`config.mk`:
```
export PLATFORM = sky130hd
export DESIGN_NAME = ea_unit
export DESIGN_NICKNAME = d
export VERILOG_FILES = /design/src/rtl/ea_pkg.sv /design/src/rtl/ea_prep.sv /design/src/rtl/ea_cost.sv /design/src/rtl/ea_fetch.sv /design/src/rtl/ea_unit.sv
export SDC_FILE = /design/constraint.sdc
export NUM_CORES = 1
export LEC_CHECK = 0
export ABC_AREA = 1
export BUFFER_PORTS_ARGS = -buffer_cell sky130_fd_sc_hd__buf_4
export CORE_UTILIZATION = 30
export CTS_CLUSTER_SIZE = 12
export DETAILED_ROUTE_END_ITERATION = 10
export MAX_ROUTING_LAYER = met4
export PLACE_DENSITY = 0.58
export SYNTH_ARGS = -nofsm -noshare
export SYNTH_HDL_FRONTEND = slang
export SYNTH_HIERARCHICAL = 1
export SYNTH_SLANG_ARGS = --single-unit
```
`constraint.sdc`:
```
create_clock -name clk -period 6.3 [get_ports clk]
set_input_delay 0.315 -clock clk [delete_from_list [all_inputs] [get_ports clk]]
set_output_delay 0.315 -clock clk [all_outputs]
set_load 0.005 [all_outputs]
```
`src/rtl/ea_pkg.sv`:
```
package ea_pkg;
   localparam int BYTE_W = 8;
   localparam int OFS_W  = 16;
   localparam int BANK_W = 8;
   localparam int ADDR_W = BANK_W + OFS_W;
   localparam int MODE_W = 5;
   localparam int ACC_W  = 3;

   typedef enum logic [MODE_W-1:0] {
      AM_IMM8      = 5'd0,
      AM_IMM16     = 5'd1,
      AM_REL8      = 5'd2,
      AM_REL16     = 5'd3,
      AM_ABS       = 5'd4,
      AM_ABS_X     = 5'd5,
      AM_ABS_Y     = 5'd6,
      AM_LONG      = 5'd7,
      AM_LONG_X    = 5'd8,
      AM_DP        = 5'd9,
      AM_DP_X      = 5'd10,
      AM_DP_Y      = 5'd11,
      AM_SR        = 5'd12,
      AM_SR_IND_Y  = 5'd13,
      AM_DP_IND    = 5'd14,
      AM_DP_X_IND  = 5'd15,
      AM_DP_IND_Y  = 5'd16,
      AM_DP_LIND   = 5'd17,
      AM_DP_LIND_Y = 5'd18,
      AM_ABS_X_IND = 5'd19,
      AM_ABS_IND   = 5'd20,
      AM_ABS_LIND  = 5'd21
   } mode_e;

   typedef enum logic [ACC_W-1:0] {
      ACC_NONE = 3'd0,
      ACC_RD   = 3'd1,
      ACC_WR   = 3'd2,
      ACC_RMW  = 3'd3,
      ACC_JMP  = 3'd4
   } acc_e;

   typedef enum logic [2:0] {
      ST_IDLE,
      ST_LO,
      ST_HI,
      ST_BANK,
      ST_DONE
   } fsm_e;

   // Decoded view of one request, produced combinationally
   typedef struct packed {
      logic              ind;      // needs a pointer fetch
      logic              plong;    // pointer is three bytes
      logic              obclass;  // direct result that feeds open bus on reads
      logic [ADDR_W-1:0] loc;      // pointer location
      logic [BANK_W-1:0] fbank;    // bank placed over a 16-bit pointer
      logic [OFS_W-1:0]  idx;      // index added after pointer assembly
      logic [ADDR_W-1:0] ea;       // final address for direct modes
   } prep_t;
endpackage

```
`src/rtl/ea_prep.sv`:
```
module ea_prep
   import ea_pkg::*;
#(
   parameter bit EMU_WRAP_EN = 1'b1
) (
   input  mode_e             mode,
   input  logic              emu,
   input  logic [OFS_W-1:0]  pc,
   input  logic [BANK_W-1:0] pbank,
   input  logic [BANK_W-1:0] dbank,
   input  logic [OFS_W-1:0]  dpage,
   input  logic [OFS_W-1:0]  sp,
   input  logic [OFS_W-1:0]  xr,
   input  logic [OFS_W-1:0]  yr,
   input  logic [ADDR_W-1:0] opnd,
   output prep_t             p
);
   localparam logic [BANK_W-1:0] ZB = '0;

   logic [OFS_W-1:0]  op16, op8, sx8;
   logic [OFS_W-1:0]  dp_sum, dpx_sum, dpy_sum, sr_sum;
   logic [OFS_W-1:0]  dpx_w, dpy_w, rel_s, rel_l, absx_ofs;
   logic [ADDR_W-1:0] dbase;
   logic              emu_eff;

   assign op16 = opnd[OFS_W-1:0];
   assign op8  = {{(OFS_W-BYTE_W){1'b0}}, opnd[BYTE_W-1:0]};
   assign sx8  = {{(OFS_W-BYTE_W){opnd[BYTE_W-1]}}, opnd[BYTE_W-1:0]};

   assign dp_sum   = op8 + dpage;
   assign dpx_sum  = dp_sum + xr;
   assign dpy_sum  = dp_sum + yr;
   assign sr_sum   = op8 + sp;
   assign rel_s    = pc + 16'd1 + sx8;
   assign rel_l    = pc + 16'd2 + op16;
   assign absx_ofs = op16 + xr;
   assign dbase    = {dbank, {OFS_W{1'b0}}};

   // Variant choice: emulation narrowing present or not
   generate
      if (EMU_WRAP_EN) begin : g_emu
         assign emu_eff = emu;
      end else begin : g_noemu
         assign emu_eff = 1'b0;
      end
   endgenerate

   assign dpx_w = emu_eff ? {{(OFS_W-BYTE_W){1'b0}}, dpx_sum[BYTE_W-1:0]} : dpx_sum;
   assign dpy_w = emu_eff ? {{(OFS_W-BYTE_W){1'b0}}, dpy_sum[BYTE_W-1:0]} : dpy_sum;

   always_comb begin
      p       = '0;
      p.fbank = dbank;
      p.ea    = {pbank, pc};
      unique case (mode)
         AM_IMM8, AM_IMM16: p.ea = {pbank, pc};
         AM_REL8:   p.ea = {pbank, rel_s};
         AM_REL16:  p.ea = {pbank, rel_l};
         AM_ABS:    begin p.ea = dbase + {ZB, op16};             p.obclass = 1'b1; end
         AM_ABS_X:  begin p.ea = dbase + {ZB, op16} + {ZB, xr};  p.obclass = 1'b1; end
         AM_ABS_Y:  begin p.ea = dbase + {ZB, op16} + {ZB, yr};  p.obclass = 1'b1; end
         AM_LONG:   begin p.ea = opnd;                           p.obclass = 1'b1; end
         AM_LONG_X: begin p.ea = opnd + {ZB, xr};                p.obclass = 1'b1; end
         AM_DP:     begin p.ea = {ZB, dp_sum};                   p.obclass = 1'b1; end
         AM_DP_X:   begin p.ea = {ZB, dpx_w};                    p.obclass = 1'b1; end
         AM_DP_Y:   begin p.ea = {ZB, dpy_w};                    p.obclass = 1'b1; end
         AM_SR:     begin p.ea = {ZB, sr_sum};                   p.obclass = 1'b1; end
         AM_SR_IND_Y: begin
            p.ind = 1'b1; p.loc = {ZB, sr_sum}; p.idx = yr;
         end
         AM_DP_IND: begin
            p.ind = 1'b1; p.loc = {ZB, dp_sum};
         end
         AM_DP_X_IND: begin
            p.ind = 1'b1; p.loc = {ZB, dpx_sum};
         end
         AM_DP_IND_Y: begin
            p.ind = 1'b1; p.loc = {ZB, dp_sum}; p.idx = yr;
         end
         AM_DP_LIND: begin
            p.ind = 1'b1; p.plong = 1'b1; p.loc = {ZB, dp_sum};
         end
         AM_DP_LIND_Y: begin
            p.ind = 1'b1; p.plong = 1'b1; p.loc = {ZB, dp_sum}; p.idx = yr;
         end
         AM_ABS_X_IND: begin
            p.ind = 1'b1; p.loc = {pbank, absx_ofs}; p.fbank = pbank;
         end
         AM_ABS_IND: begin
            p.ind = 1'b1; p.loc = {ZB, op16}; p.fbank = pbank;
         end
         AM_ABS_LIND: begin
            p.ind = 1'b1; p.plong = 1'b1; p.loc = {ZB, op16};
         end
         default: p.ea = {pbank, pc};
      endcase
   end
endmodule

```
`src/rtl/ea_cost.sv`:
```
module ea_cost
   import ea_pkg::*;
#(
   parameter int MEM_SPD = 8,
   parameter int IO_CYC  = 6,
   parameter int COST_W  = 8,
   parameter int NB_W    = 2
) (
   input  mode_e             mode,
   output logic [NB_W-1:0]   nbytes,
   output logic [COST_W-1:0] cost
);
   localparam logic [COST_W-1:0] SPD_C = COST_W'(MEM_SPD);
   localparam logic [COST_W-1:0] IO_C  = COST_W'(IO_CYC);

   logic [1:0] internal;
   logic       free;

   always_comb begin
      internal = 2'd0;
      free     = 1'b0;
      nbytes   = NB_W'(1);
      unique case (mode)
         AM_IMM8:      free = 1'b1;
         AM_IMM16:     begin free = 1'b1; nbytes = NB_W'(2); end
         AM_REL16:     begin nbytes = NB_W'(2); internal = 2'd1; end
         AM_ABS, AM_ABS_X, AM_ABS_Y,
         AM_ABS_X_IND, AM_ABS_IND, AM_ABS_LIND:
                       nbytes = NB_W'(2);
         AM_LONG, AM_LONG_X:
                       nbytes = NB_W'(3);
         AM_DP_X, AM_DP_Y, AM_SR, AM_DP_X_IND:
                       internal = 2'd1;
         AM_SR_IND_Y:  internal = 2'd2;
         default:      nbytes = NB_W'(1);
      endcase
   end

   // Weighted sum of operand fetches and internal cycles
   always_comb begin
      if (free) cost = '0;
      else      cost = COST_W'(nbytes) * SPD_C + COST_W'(internal) * IO_C;
   end
endmodule

```
`src/rtl/ea_fetch.sv`:
```
module ea_fetch
   import ea_pkg::*;
(
   input  logic              clk,
   input  logic              rst_n,
   input  logic              go_ind,
   input  logic              go_dir,
   input  logic [ADDR_W-1:0] loc,
   input  logic              plong,
   input  logic [BYTE_W-1:0] mem_rdata,
   input  logic              mem_rdy,
   output fsm_e              st,
   output logic              mem_rd,
   output logic [ADDR_W-1:0] mem_addr,
   output logic [ADDR_W-1:0] ptr,
   output logic              last_beat
);
   logic [ADDR_W-1:0] loc_r;
   logic              long_r;
   logic [BYTE_W-1:0] lo_r, hi_r;
   logic [OFS_W-1:0]  step;

   always_ff @(posedge clk or negedge rst_n) begin
      if (!rst_n) begin
         st     <= ST_IDLE;
         loc_r  <= '0;
         long_r <= 1'b0;
         lo_r   <= '0;
         hi_r   <= '0;
      end else begin
         unique case (st)
            ST_IDLE, ST_DONE: begin
               if (go_ind) begin
                  st     <= ST_LO;
                  loc_r  <= loc;
                  long_r <= plong;
               end else if (go_dir) begin
                  st <= ST_DONE;
               end else begin
                  st <= ST_IDLE;
               end
            end
            ST_LO: if (mem_rdy) begin
               lo_r <= mem_rdata;
               st   <= ST_HI;
            end
            ST_HI: if (mem_rdy) begin
               hi_r <= mem_rdata;
               st   <= long_r ? ST_BANK : ST_DONE;
            end
            ST_BANK: if (mem_rdy) st <= ST_DONE;
            default: st <= ST_IDLE;
         endcase
      end
   end

   always_comb begin
      unique case (st)
         ST_HI:   step = 16'd1;
         ST_BANK: step = 16'd2;
         default: step = 16'd0;
      endcase
   end

   assign mem_rd    = (st == ST_LO) || (st == ST_HI) || (st == ST_BANK);
   assign mem_addr  = {loc_r[ADDR_W-1:OFS_W], loc_r[OFS_W-1:0] + step};
   assign last_beat = mem_rdy && (((st == ST_HI) && !long_r) || (st == ST_BANK));
   assign ptr = {(st == ST_BANK) ? mem_rdata : {BYTE_W{1'b0}},
                 (st == ST_HI)   ? mem_rdata : hi_r,
                 lo_r};
endmodule

```
`src/rtl/ea_unit.sv`:
```
module ea_unit
   import ea_pkg::*;
#(
   parameter int MEM_SPD     = 8,
   parameter int IO_CYC      = 6,
   parameter int COST_W      = 8,
   parameter int NB_W        = 2,
   parameter bit EMU_WRAP_EN = 1'b1,
   parameter bit OPEN_BUS_EN = 1'b1
) (
   input  logic              clk,
   input  logic              rst_n,
   input  logic              start,
   input  logic [4:0]        mode,
   input  logic [2:0]        acc,
   input  logic              emu,
   input  logic [15:0]       pc,
   input  logic [7:0]        pbank,
   input  logic [7:0]        dbank,
   input  logic [15:0]       dpage,
   input  logic [15:0]       sp,
   input  logic [15:0]       xr,
   input  logic [15:0]       yr,
   input  logic [23:0]       opnd,
   output logic              mem_rd,
   output logic [23:0]       mem_addr,
   input  logic [7:0]        mem_rdata,
   input  logic              mem_rdy,
   output logic              done,
   output logic [23:0]       ea,
   output logic [NB_W-1:0]   nbytes,
   output logic [COST_W-1:0] cost,
   output logic [7:0]        obus
);
   localparam int MAX_COST = 3 * MEM_SPD + 2 * IO_CYC;

   // Elaboration-time parameter checks
   if (MAX_COST >= (1 << COST_W)) begin : g_bad_cost
      $error("ea_unit: COST_W too narrow for MEM_SPD and IO_CYC");
   end
   if (NB_W < 2) begin : g_bad_nb
      $error("ea_unit: NB_W must hold the value 3");
   end
   if (ADDR_W != 24 || BYTE_W != 8) begin : g_bad_addr
      $error("ea_unit: address layout must be an 8-bit bank over a 16-bit offset");
   end

   mode_e             mode_c;
   prep_t             pr;
   logic [NB_W-1:0]   nb_c;
   logic [COST_W-1:0] cost_c;
   logic [BYTE_W-1:0] lastop_c;
   logic              acc_rd;
   logic              accept, go_ind, go_dir, busy, last_beat;
   logic [ADDR_W-1:0] ptr, ind_ea;
   fsm_e              st;

   assign mode_c = mode_e'(mode);
   assign acc_rd = (acc == ACC_RD) || (acc == ACC_RMW);

   ea_prep #(.EMU_WRAP_EN(EMU_WRAP_EN)) u_prep (
      .mode(mode_c), .emu(emu), .pc(pc), .pbank(pbank), .dbank(dbank),
      .dpage(dpage), .sp(sp), .xr(xr), .yr(yr), .opnd(opnd), .p(pr)
   );

   ea_cost #(.MEM_SPD(MEM_SPD), .IO_CYC(IO_CYC), .COST_W(COST_W), .NB_W(NB_W)) u_cost (
      .mode(mode_c), .nbytes(nb_c), .cost(cost_c)
   );

   always_comb begin
      if (nb_c == NB_W'(3))      lastop_c = opnd[23:16];
      else if (nb_c == NB_W'(2)) lastop_c = opnd[15:8];
      else                       lastop_c = opnd[7:0];
   end

   assign busy   = (st == ST_LO) || (st == ST_HI) || (st == ST_BANK);
   assign accept = start && !busy;
   assign go_ind = accept && pr.ind;
   assign go_dir = accept && !pr.ind;

   ea_fetch u_fetch (
      .clk(clk), .rst_n(rst_n), .go_ind(go_ind), .go_dir(go_dir),
      .loc(pr.loc), .plong(pr.plong), .mem_rdata(mem_rdata), .mem_rdy(mem_rdy),
      .st(st), .mem_rd(mem_rd), .mem_addr(mem_addr), .ptr(ptr), .last_beat(last_beat)
   );

   assign done = (st == ST_DONE);

   // Request context held across the pointer fetch
   logic [BANK_W-1:0] fbank_l;
   logic [OFS_W-1:0]  idx_l;
   logic              plong_l, rd_l;
   logic [NB_W-1:0]   nb_l;
   logic [COST_W-1:0] cost_l;
   logic [BYTE_W-1:0] lastop_l;

   always_ff @(posedge clk or negedge rst_n) begin
      if (!rst_n) begin
         fbank_l  <= '0;
         idx_l    <= '0;
         plong_l  <= 1'b0;
         rd_l     <= 1'b0;
         nb_l     <= '0;
         cost_l   <= '0;
         lastop_l <= '0;
      end else if (accept) begin
         fbank_l  <= pr.fbank;
         idx_l    <= pr.idx;
         plong_l  <= pr.plong;
         rd_l     <= acc_rd;
         nb_l     <= nb_c;
         cost_l   <= cost_c;
         lastop_l <= lastop_c;
      end
   end

   assign ind_ea = (plong_l ? ptr : {fbank_l, ptr[OFS_W-1:0]}) + {{BANK_W{1'b0}}, idx_l};

   logic [ADDR_W-1:0] ea_r;
   logic [NB_W-1:0]   nb_r;
   logic [COST_W-1:0] cost_r;

   always_ff @(posedge clk or negedge rst_n) begin
      if (!rst_n) begin
         ea_r   <= '0;
         nb_r   <= '0;
         cost_r <= '0;
      end else if (go_dir) begin
         ea_r   <= pr.ea;
         nb_r   <= nb_c;
         cost_r <= cost_c;
      end else if (last_beat) begin
         ea_r   <= ind_ea;
         nb_r   <= nb_l;
         cost_r <= cost_l;
      end
   end

   assign ea     = ea_r;
   assign nbytes = nb_r;
   assign cost   = cost_r;

   generate
      if (OPEN_BUS_EN) begin : g_ob
         logic [BYTE_W-1:0] ob_r;
         always_ff @(posedge clk or negedge rst_n) begin
            if (!rst_n)                               ob_r <= '0;
            else if (go_dir && pr.obclass && acc_rd)  ob_r <= lastop_c;
            else if (last_beat)                       ob_r <= rd_l ? mem_rdata : lastop_l;
         end
         assign obus = ob_r;
      end else begin : g_no_ob
         assign obus = '0;
      end
   endgenerate
endmodule

```
=== Word-level counts from Yosys, hierarchy flattened ===
Cells that the tools add are included.

* Reductions and logical operators: 34
* Multiplexer cells: 35
* Multiply operators: 1
* Add/subtract/negate cells: 16
* Equality and inequality tests: 32

{| class="wikitable"
|+ Operators with widths
! cell !! number
|-
| $pmux 24 s11 || 1
|-
| $add 24x16->24 || 5
|-
| $pmux 24 s5 || 1
|-
| $mux 8 || 11
|-
| $add 16x16->16 || 5
|-
| $mux 24 || 3
|-
| $mux 16 || 3
|-
| $eq 5x4->1 const B || 8
|-
| $add 8x16->16 || 2
|-
| $eq 5x5->1 const B || 6
|-
| $eq 5x3->1 const B || 4
|-
| $mux 3 || 6
|-
| $reduce_or 9->1 || 2
|-
| $add 16x1->16 const B || 1
|-
| $add 16x2->16 || 1
|-
| $add 16x2->16 const B || 1
|-
| $pmux 2 s2 || 3
|-
| $pmux 3 s4 || 1
|-
| $eq 5x2->1 const B || 2
|-
| $reduce_or 2->1 || 5
|-
| $eq 3x2->1 const B || 3
|-
| $reduce_or 8->1 || 1
|-
| $logic_and 1x1->1 || 7
|-
| $add 5x5->6 || 1
|-
| other kinds (18) || 35
|}

* Logic and storage cells: 134
* Output and inout port bits: 68
* Register bits: 130

=== Logic depth before layout (Yosys ltp) ===
Gate-level depths: netlist of the first run.

* Word-level depth: 9
* Depth in mapped cells: 26
* Mapped depth without buffers: 26

=== Cells and area by module ===
The synthesis of the first run kept the hierarchy.

{| class="wikitable"
|+ Modules (own cells, without submodules)
! module !! area an instance (um2) !! sequential area each (um2) !! cells an instance !! instances
|-
| ea_prep || 8640.8 || 0.0 || 1604 || 1
|-
| ea_unit || 5277.6 || 2152.1 || 773 || 1
|-
| ea_fetch || 2338.5 || 1101.1 || 300 || 1
|-
| ea_cost || 264.0 || 0.0 || 47 || 1
|}

=== Worst setup path after synthesis of the first run ===
No wires, ideal clock.

* Path kind: in2reg
* Start point: input port dpage[0]
* End point: register ea_r[7] (netlist: ea[7])
* Arrival: 3.078 ns
* Slack: 3.099 ns
* Buffers on the path: 0
* Data required time: 6.177 ns
* Stages on the path: 19
* Path through: ha_1 fa_1 nand3_1 nand2_1 nand2_1 a31oi_1 xnor2_1 inv_1 ha_1 a21o_1 a31oi_1 nand2_1 or2_2 nand2_1 nor2_1 a211oi_1 nand4_1 o21ai_0 o21ai_1

{| class="wikitable"
|+ RTL lines
! what !! RTL line !! text
|-
| from (decl) || ea_unit.sv:20 || <nowiki>input logic [15:0] dpage,</nowiki>
|-
| to (signal assigned) || ea_unit.sv:129 || <nowiki>ea_r <= pr.ea;</nowiki>
|-
| to (signal assigned) || ea_unit.sv:133 || <nowiki>ea_r <= ind_ea;</nowiki>
|-
| to (decl) || ea_unit.sv:119 || <nowiki>logic [ADDR_W-1:0] ea_r;</nowiki>
|}

==> results of run 1 <==
[layout make-up]
class                           instances  share of cell area
Clock buffer                           18              0.0228
Antenna cell                            2            0.000260
Inverter                              361              0.0704
Multi-Input combinational cell       2169               0.600
Timing Repair Buffer                  217              0.0850
Tap cell                              696              0.0453
Sequential cell                       130               0.169
Clock inverter                         14             0.00741
[Yosys cell counts, drive strengths merged (2+ instances only)]
master / instances
nand2: 883
inv: 359
nor2: 256
o21ai: 240
nand3: 214
a21oi: 163
ha: 142
dfrtp: 130
nand4: 45
buf: 41
xor2: 41
clkbuf: 25
nor3: 24
xnor2: 19
or2: 18
fa: 16
o21bai: 13
a21o: 12
o211ai: 12
nand3b: 11
o22ai: 9
a221oi: 8
a31oi: 8
a211oi: 5
nor4: 5
and2: 4
a22oi: 3
a21boi: 2
clkinv: 2
o221ai: 2
[final timing paths]
path | startpoint | end | slack (ps)
max | opnd[0] | ea[13] | 1960
min reg2reg | nbytes[1] | nbytes[1] | 470
max in group asynchronous | rst_n | obus[7] | 4570
max reg2reg | u_fetch/st[0] | ea[16] | 3090
min | mem_rdata[7] | obus[7] | 150
min in group asynchronous | rst_n | u_fetch/loc_r[22] | 500
[cell usage in the layout (no fill, tap or decap), drive strengths merged, types with 2 or more instances in the layout]
cell      count
dfrtp       130
or2          18
o21bai       13
xnor2        19
a31oi         8
xor2         41
ha          142
o211ai       12
nand2       883
diode         2
a21boi        2
a21oi       163
inv         368
buf         216
a22oi         3
nand4        45
o221ai        2
a21o         12
clkinvlp      2
o21ai       240
and2          4
o22ai         9
conb          3
a211oi        5
nor4          5
a221oi        8
fa           16
nand3       214
clkbuf       18
nand3b       11
nor3         24
clkinv        4
nor2        256
[power by group through the flow]
stage	clock [mW]	combinational [mW]	sequential [mW]
3_5_place_dp	0	2.54	1.36
2_1_floorplan	0	1.60	1.31
3_3_place_gp	0	2.53	1.35
4_1_cts	1.01	2.55	1.34
5_1_grt	1.05	2.88	1.38
6_report	0.998	2.57	1.34
[what timing repair did]
item                                   CTS  global route
gates resized for setup                  0             0
endpoints found under the hold margin   76             0
hold buffers                             1             0
[cells by family (layout without fill, tap and decap cells)]
| group | count (synthesis) | in the layout |
|---|---|---|
| simple gates | 1462 | 1462 |
| compound gates | 486 | 486 |
| buf+inv | 427 | 610 |
| fa+ha+maj | 158 | 158 |
| flops | 130 | 130 |
| xor+xnor | 60 | 60 |
| other cells | 1 | 5 |
[state kept, by name, summed over array words and instances (netlist names), 3 cells and up]
| signal | flops |
|---|---|
| cost | 8 |
| cost_l | 8 |
| ea | 24 |
| fbank_l | 8 |
| idx_l | 16 |
| lastop_l | 8 |
| obus | 8 |
| u_fetch/hi_r | 8 |
| u_fetch/lo_r | 8 |
| u_fetch/loc_r | 24 |
| u_fetch/st | 3 |
[per-stage QoR]
stage               hold slack [ps]  instances
CTS                             131       3605
finish                          152       3607
detailed placement              410       3572
global route                    178       3607
global placement                419       3572
floorplan                      19.4       2726
[per-layer routing]
metal,up-vias,GRT usage,share of wire
met5,-,-,0
met4,0,0.0846,0.034
met3,109,0.0287,0.071
met2,734,0.387,0.45
met1,8428,0.337,0.45
li1,9244,-,-
[worst min-delay path, delay by kind of cell]
family / cells / cell delay, ps
AND/OR/NAND/NOR: 1 / 60
buffers and inverters: 1 / 90
AO/OA/AOI/OAI: 1 / 80
==> metrics, run 1 <==
DRC Markers 0; Final ANT Viol Nets 0; Buf/Inv on CP 2; gr usage total 0.250; final setup violation count 0; mux cell area share after synthesis 0; Most common cell on crit path nand3_1; clock power share 0.203; GP Congestion 1.02; vias per inst 5.13; H-tree depth 4; Post-Route WL 68600 microns; area of the multi-input gates 11500 sq um; Final Hold Vio Count 0; HPWL Detailed 56300 microns; Post-Syn Area per Cell 6.06 sq um; top cell type's share of synthesized area 0.197; worst skew pair latency 440 ps; Levels on crit path 20; Syn. warnings 6; Slew headroom 0.222; Synth Area in Adders 0.127; Startpoint Class input port; largest net degree at the start of global routing 78; crit path setup slack, layout 1960 ps; initial drt markers 1970; share of flip-flops with an asynchronous set or reset 1.00; Synth area leader dfrtp_1; Slew @ Worst Pin 1160 ps; cell area after layout 19200 sq um; reg2reg path depth 9; sequential share of power 0.273; Slew Limit Fails 0; Reg area 3250 sq um; synth top area cells dfrtp_1 20%, nand2_1 20%, ha_1 11%, inv_1 7.7%, nand3_1 6.4%; Cell Int Power 2.66 mW; clock-pin slew on the worst setup and hold paths 60 ps; initial antenna violation count 3; Area after DPL 18600 sq um; Syn Inst Count 2724; Fmax achieved 231 MHz; Most used DFF post-synth dfrtp_1; setup bufs post-CTS 0; peak supply drop 188 uV; EDFF count, synth 0; max incr delay on CP 630 ps; # IOs 209; post-synthesis compound-gate area fraction 0.163; Post-Synth XOR/XNOR Area 0.0318; post-synthesis cell type count 60; Design Power 4.91 mW; Vias 18500; wire length per cell 19.0 microns; Comb pwr share 0.524; CP cell instances buf_4 -> ha_1 -> fa_1 -> nand3_1 -> nand2_1 -> inv_1 -> o21ai_1 -> nand3_1 -> xor2_1 -> ha_1 -> a21oi_1 -> nor2_1 -> a211oi_1 -> nand3_1 -> nand4_1 -> nand2_1 -> nor2_1 -> nand4_1 -> o21ai_0 -> o21ai_1; Seq/Total Area, Yosys 0.197; gr ovfl total 0; fill cell count 5988; row cnt 85; CTS Buffer Depth 2; Placeable Area 54100 sq um; port buffer count 207; Post-Synth Simple-Gate Area 0.376; Crit Path Category input port to flip-flop; path category of the worst min-delay check input port to flip-flop; Synth-to-Final Area Change 16.5%; LEAKAGE 10.3 nW; fin nets 3195; Setup Skew 8.57 ps; Final Util 0.356; Max FO, Critical Path 8; die width 237 microns; status completed; cts bufs inserted 17; part of the cycle the worst path needs 0.688; CTS Root Cell clkbuf_16; Hold Path Stages 3; Starting Density 0.305; Required @ worst endpoint 6610 ps; mapped cell area 16500 sq um; minimum clock period 4340 ps; CP Capture Type flip-flop; NetSw 2.25 mW; critical path's slowest cell xor2_1; #FFs+latches synth 130; switching part of the total 0.458; Die Area 56000 sq um; Worst path top cell family by delay simple AND/OR/NAND/NOR gates; Die Span Y 237 microns; power per cell area 255 nW/um^2; largest family of logic cells by synthesized area simple AND/OR/NAND/NOR gates; share of cells above drive strength 1 0.117; max-cap violations 0; CP arrival 4650 ps; clock sink total 130; Placement Setup Slack 1730 ps; DR pass1 iterations 7; setup TNS 0 ps; CTS tree done; first-pass GRT wire length 103000 microns; RSZ-0062 raised after global routing no; number of global-route vias before repair 17000
(Power assumes the default switching activity.)
==> run 2, diff against run 1 <==
- clock period: 6.3 -> 4.5 ns (I/O delays scaled with it)
==> run 2 against run 1 <==
Against the previous run: register-to-register slack worse by 1500 ps; cell count increased by 0.28%; combinational power up 41%; sequential share of layout area down 0.084 points; non-clock buffer count grew 10; sequential power up 42%; clock skew is 4.1 ps higher; design area up 0.50%; worst hold slack worse by 95 ps; power increased by 42%.
==> metrics, run 2 (same netlist as run 1, synthesis figures left out) <==
worst skew pair latency 450 ps; CP arrival 4260 ps; power per cell area 360 nW/um^2; Final Util 0.357; initial antenna violation count 2; setup TNS 0 ps; fill cell count 5982; Slew @ Worst Pin 964 ps; peak supply drop 224 uV; gr usage total 0.255; CTS Buffer Depth 2; NetSw 3.18 mW; Buf/Inv on CP 3; Final Hold Vio Count 0; Vias 18600; final setup violation count 0; metal2 WL 31000 microns; H-tree depth 4; minimum clock period 3940 ps; Startpoint Class input port; CTS tree done; Post-Route WL 69700 microns; Crit Path Category input port to flip-flop; path category of the worst min-delay check input port to flip-flop; gr ovfl total 0; met1 WL 30900 microns; vias per inst 5.13; Die Span Y 237 microns; cell area after layout 19300 sq um; Most common cell on crit path nand3_1; critical path's slowest cell xor2_1; Placement Setup Slack 224 ps; Min Hold Slack 56.3 ps; final cell count without fillers 3617; Die Area 56000 sq um; Slew headroom 0.353; max-cap violations 0; # IOs 209; hold_buf cts 1; PostCTS Resize Cnt 0; largest net degree at the start of global routing 85; RR Startpoint u_fetch/st[2]; cts bufs inserted 17; Synth-to-Final Area Change 17.1%; most frequent cells in the layout 863 x nand2_1, 341 x inv_1, 241 x nor2_1, 225 x buf_4, 211 x nand3_1; Area after DPL 18700 sq um; Fmax achieved 254 MHz; Comb pwr share 0.522; clock power share 0.204; first-pass GRT wire length 105000 microns; initial drt markers 1752; met3 WL 5020 microns; clock sink total 130; fin nets 3205; number of global-route vias before repair 17300; DRC Markers 0; Worst path top cell family by delay simple AND/OR/NAND/NOR gates; Placeable Area 54100 sq um; clock-pin slew on the worst setup and hold paths 60 ps; share of cells above drive strength 1 0.120; CP Capture Type flip-flop; uppermost layer routed met4; switching part of the total 0.458; Final ANT Viol Nets 0; Starting Density 0.305; RSZ-0062 raised after global routing no; Required @ worst endpoint 4820 ps; row cnt 85; part of the cycle the worst path needs 0.875; Cell Int Power 3.77 mW; setup bufs post-CTS 0; DR pass1 iterations 6; Design Power 6.95 mW; most common cell after layout, fill and taps aside nand2_1; HPWL Detailed 57700 microns; port buffer count 207; sequential share of power 0.274; placed cells 3582; LEAKAGE 10.4 nW; Slew Limit Fails 0; die width 237 microns; Critical Path Source opnd[0]; wire length per cell 19.3 microns; CP cell instances buf_4 -> ha_1 -> fa_1 -> nand3_1 -> nand2_1 -> inv_1 -> o21ai_1 -> nand3_1 -> xor2_1 -> ha_1 -> nand2_1 -> inv_1 -> a21oi_1 -> nand3_1 -> xor2_1 -> nand3_1 -> nand2_1 -> nor2_1 -> nand4_1 -> o21ai_0 -> o21ai_1; crit path setup slack, layout 562 ps; max incr delay on CP 580 ps; hold_sp mem_rdata[7]; status completed; GP Congestion 1.07; Max FO, Critical Path 8; Setup Skew 12.7 ps; CTS Root Cell clkbuf_16
[run 2: changes by cell type in the layout (fill, tap and decap cells not counted), sizes merged]
cell and change:
buf +10, bufinv +1, clkbuf -1, clkinv +4
inv -4
[run 2: final timing paths]
| check | cells past startpoint | slack [ps] | end |
|---|---|---|---|
| worst max-delay path | 21 | 560 | ea[12] |
| min in group asynchronous | 2 | 420 | u_fetch/loc_r[22] |
| worst max register to register | 11 | 1580 | ea[1] |
| worst min register to register | 2 | 470 | u_fetch/loc_r[17] |
| worst min-delay path | 3 | 60 | obus[7] |
| max in group asynchronous | 3 | 3180 | obus[7] |
[run 2: power groups by stage]
stage,logic [mW],registers (mW),clock network (mW)
global route,4.05,1.95,1.49
floorplan,2.24,1.84,0
CTS,3.60,1.90,1.45
detailed placement,3.58,1.92,0
finish,3.63,1.90,1.42
global placement,3.57,1.90,0
[run 2: worst register-to-register path, cell delays in order, from the launching register on]
cell,delay (ps)
dfrtp_1,430
inv_2,100
nand2_2,80
inv_1,80
o21ai_0,120
nor2_1,120
buf_4,230
clkinv_1,550
nand2_4,500
inv_2,350
nand2_1,170
nand2_1,60
[run 2: layout make-up]
| type | count | area, sq um | area share |
|---|---|---|---|
| antenna | 2 | 5.00 | 0.000259 |
| clock buffer | 17 | 425 | 0.0220 |
| clock inverter | 15 | 174 | 0.00899 |
| inverter | 361 | 1360 | 0.0701 |
| multi-input combinational | 2169 | 11500 | 0.597 |
| sequential | 130 | 3250 | 0.168 |
| tap | 696 | 871 | 0.0450 |
| timing repair buffer | 227 | 1710 | 0.0884 |
[run 2: per-layer routing]
layer,vias up,GRT usage
met5,-,-
met4,0,0.104
li1,9245,-
met2,747,0.393
met3,123,0.0402
met1,8453,0.331
==> run 3, diff against run 2 <==
- CORE_ASPECT_RATIO: unset -> 0.7
- CORE_UTILIZATION: 30 -> 45
- PLACE_DENSITY: 0.58 -> 0.69
==> run 3 against run 2 <==
Against the previous run: the flow now finishes with violations (max-capacitance violations); wire length is 7.5% higher; first-iteration DRC count is 50% higher; design area is 1.2% lower; clock-buffer cell count is 1 higher; worst hold slack worse by 14 ps; power is 2.4% higher; clock skew is 4.5 ps lower; fmax is 1.7% lower; combinational power is 5% higher; non-clock buffer count is 7 higher; sequential share of layout area is 0.20 points higher; critical endpoint is now ea[13]; largest power group unchanged; highest routed layer unchanged.
==> metrics, run 3 (same netlist as run 1, synthesis figures left out) <==
status finished with violations; GP Congestion 1.06; CTS tree done; Synth-to-Final Area Change 15.7%; Starting Density 0.458; largest net degree at the start of global routing 60; Worst path top cell family by delay simple AND/OR/NAND/NOR gates; first-pass GRT wire length 110000 microns; CP cell instances buf_4 -> ha_1 -> fa_1 -> nand3_1 -> nand2_1 -> inv_1 -> o21ai_1 -> nand3_1 -> nor2_1 -> xor2_1 -> ha_1 -> inv_1 -> o21bai_1 -> a211oi_1 -> nand3_1 -> nand4_1 -> nand2_1 -> nor2_1 -> nand4_1 -> o21ai_0 -> o21ai_1; Area after DPL 18500 sq um; final setup violation count 0; Most common cell on crit path nand3_1; share of cells above drive strength 1 0.122; max-cap violations 1; # IOs 209; critical path's slowest cell xor2_1; register-to-register setup slack 1250 ps; CP Capture Type flip-flop; Hold EP obus[7]; Final ANT Viol Nets 0; setup bufs post-CTS 0; Final Util 0.530; failing checks max-capacitance violations; Startpoint Class input port; number of global-route vias before repair 17700; setup TNS 0 ps; hold_sp mem_rdata[7]; worst skew pair latency 450 ps; most frequent cells in the layout 863 x nand2_1, 341 x inv_1, 241 x nor2_1, 233 x buf_4, 211 x nand3_1; cts bufs inserted 17; part of the cycle the worst path needs 0.890; Max FO, Critical Path 8; Hold Path Stages 3; Required @ worst endpoint 4820 ps; reg2reg end ea[2]; gr usage total 0.407; minimum clock period 4010 ps; Min Hold Slack 42.2 ps; initial antenna violation count 3; Post-Route WL 75000 microns; Slew @ Worst Pin 1470 ps; fill cell count 3683; Fmax achieved 250 MHz; peak supply drop 333 uV; RSZ-0062 raised after global routing no; most common cell after layout, fill and taps aside nand2_1; LEAKAGE 10.4 nW; clock sink total 130; power per cell area 373 nW/um^2; die width 231 microns; row cnt 58; DRC Markers 0; max incr delay on CP 420 ps; Final Hold Vio Count 0; Crit Path Category input port to flip-flop; vias per inst 5.82; reg2reg path depth 10; wire length per cell 22.0 microns; Die Area 37500 sq um; DR pass1 iterations 7; path category of the worst min-delay check input port to flip-flop; port buffer count 207; Die Span Y 162 microns; fin nets 3212; Buf/Inv on CP 3; initial drt markers 2624; HPWL Detailed 61600 microns; Vias 19800; RR Startpoint u_fetch/st[2]; Setup Skew 8.21 ps; clock-pin slew on the worst setup and hold paths 60 ps; H-tree depth 4; CTS Buffer Depth 2; Slew headroom 0.0150; CP arrival 4330 ps; gr ovfl total 0; cell area after layout 19100 sq um; Slew Limit Fails 0; Design Power 7.12 mW; CTS Root Cell clkbuf_16; Placeable Area 36100 sq um
[run 3: final cells by class]
type / instances / area (sq um) / share of cell area
multi-input cells: 2169 / 11500 / 0.604
flip-flops and latches: 130 / 3250 / 0.170
repair buffers: 234 / 1760 / 0.0921
inverters: 361 / 1360 / 0.0709
well taps: 480 / 601 / 0.0314
clock buffers: 18 / 439 / 0.0230
clock inverters: 14 / 146 / 0.00766
diodes: 4 / 10.0 / 0.000524
[run 3: worst max path at each step]
stage | from | to | slack (ps) | cells after the start
after global routing | opnd[0] | ea[13] | 120 | 21
after global placement | opnd[0] | ea[13] | 230 | 21
final | opnd[0] | ea[13] | 490 | 21
after CTS | opnd[0] | ea[13] | 580 | 21
after floorplan | dpage[0] | ea[7] | 1390 | 19
after detailed placement | opnd[0] | ea[13] | 130 | 20
[run 3: metal layers]
metal	part of all wire	track usage
met1	0.46	0.602
met2	0.39	0.543
met3	0.12	0.0995
met4	0.022	0.0978
met5	0	-
[run 3: tightest hold or removal path, cell delays in order]
cell	delay [ps]
buf_4	90
o211ai_1	70
nand3_1	60
[run 3: report_power, final]
part           total, mW  internal [mW]  switching (mW)
Combinational       3.80           1.37            2.44
Clock               1.41          0.794           0.615
Sequential          1.91           1.59           0.317
[run 3: what timing repair did]
action                                  in CTS  in global routing
resized for setup                            0                  0
hold buffers                                 1                  0
hold endpoints to repair                    55                  0
endpoints found under the setup margin       0                  0
[run 3: per-stage QoR]
stage | std cells | setup WS, ps
CTS | 3406 | 578
detailed placement | 3373 | 130
global placement | 3373 | 228
finish | 3410 | 493
floorplan | 2726 | 1390
global route | 3409 | 124
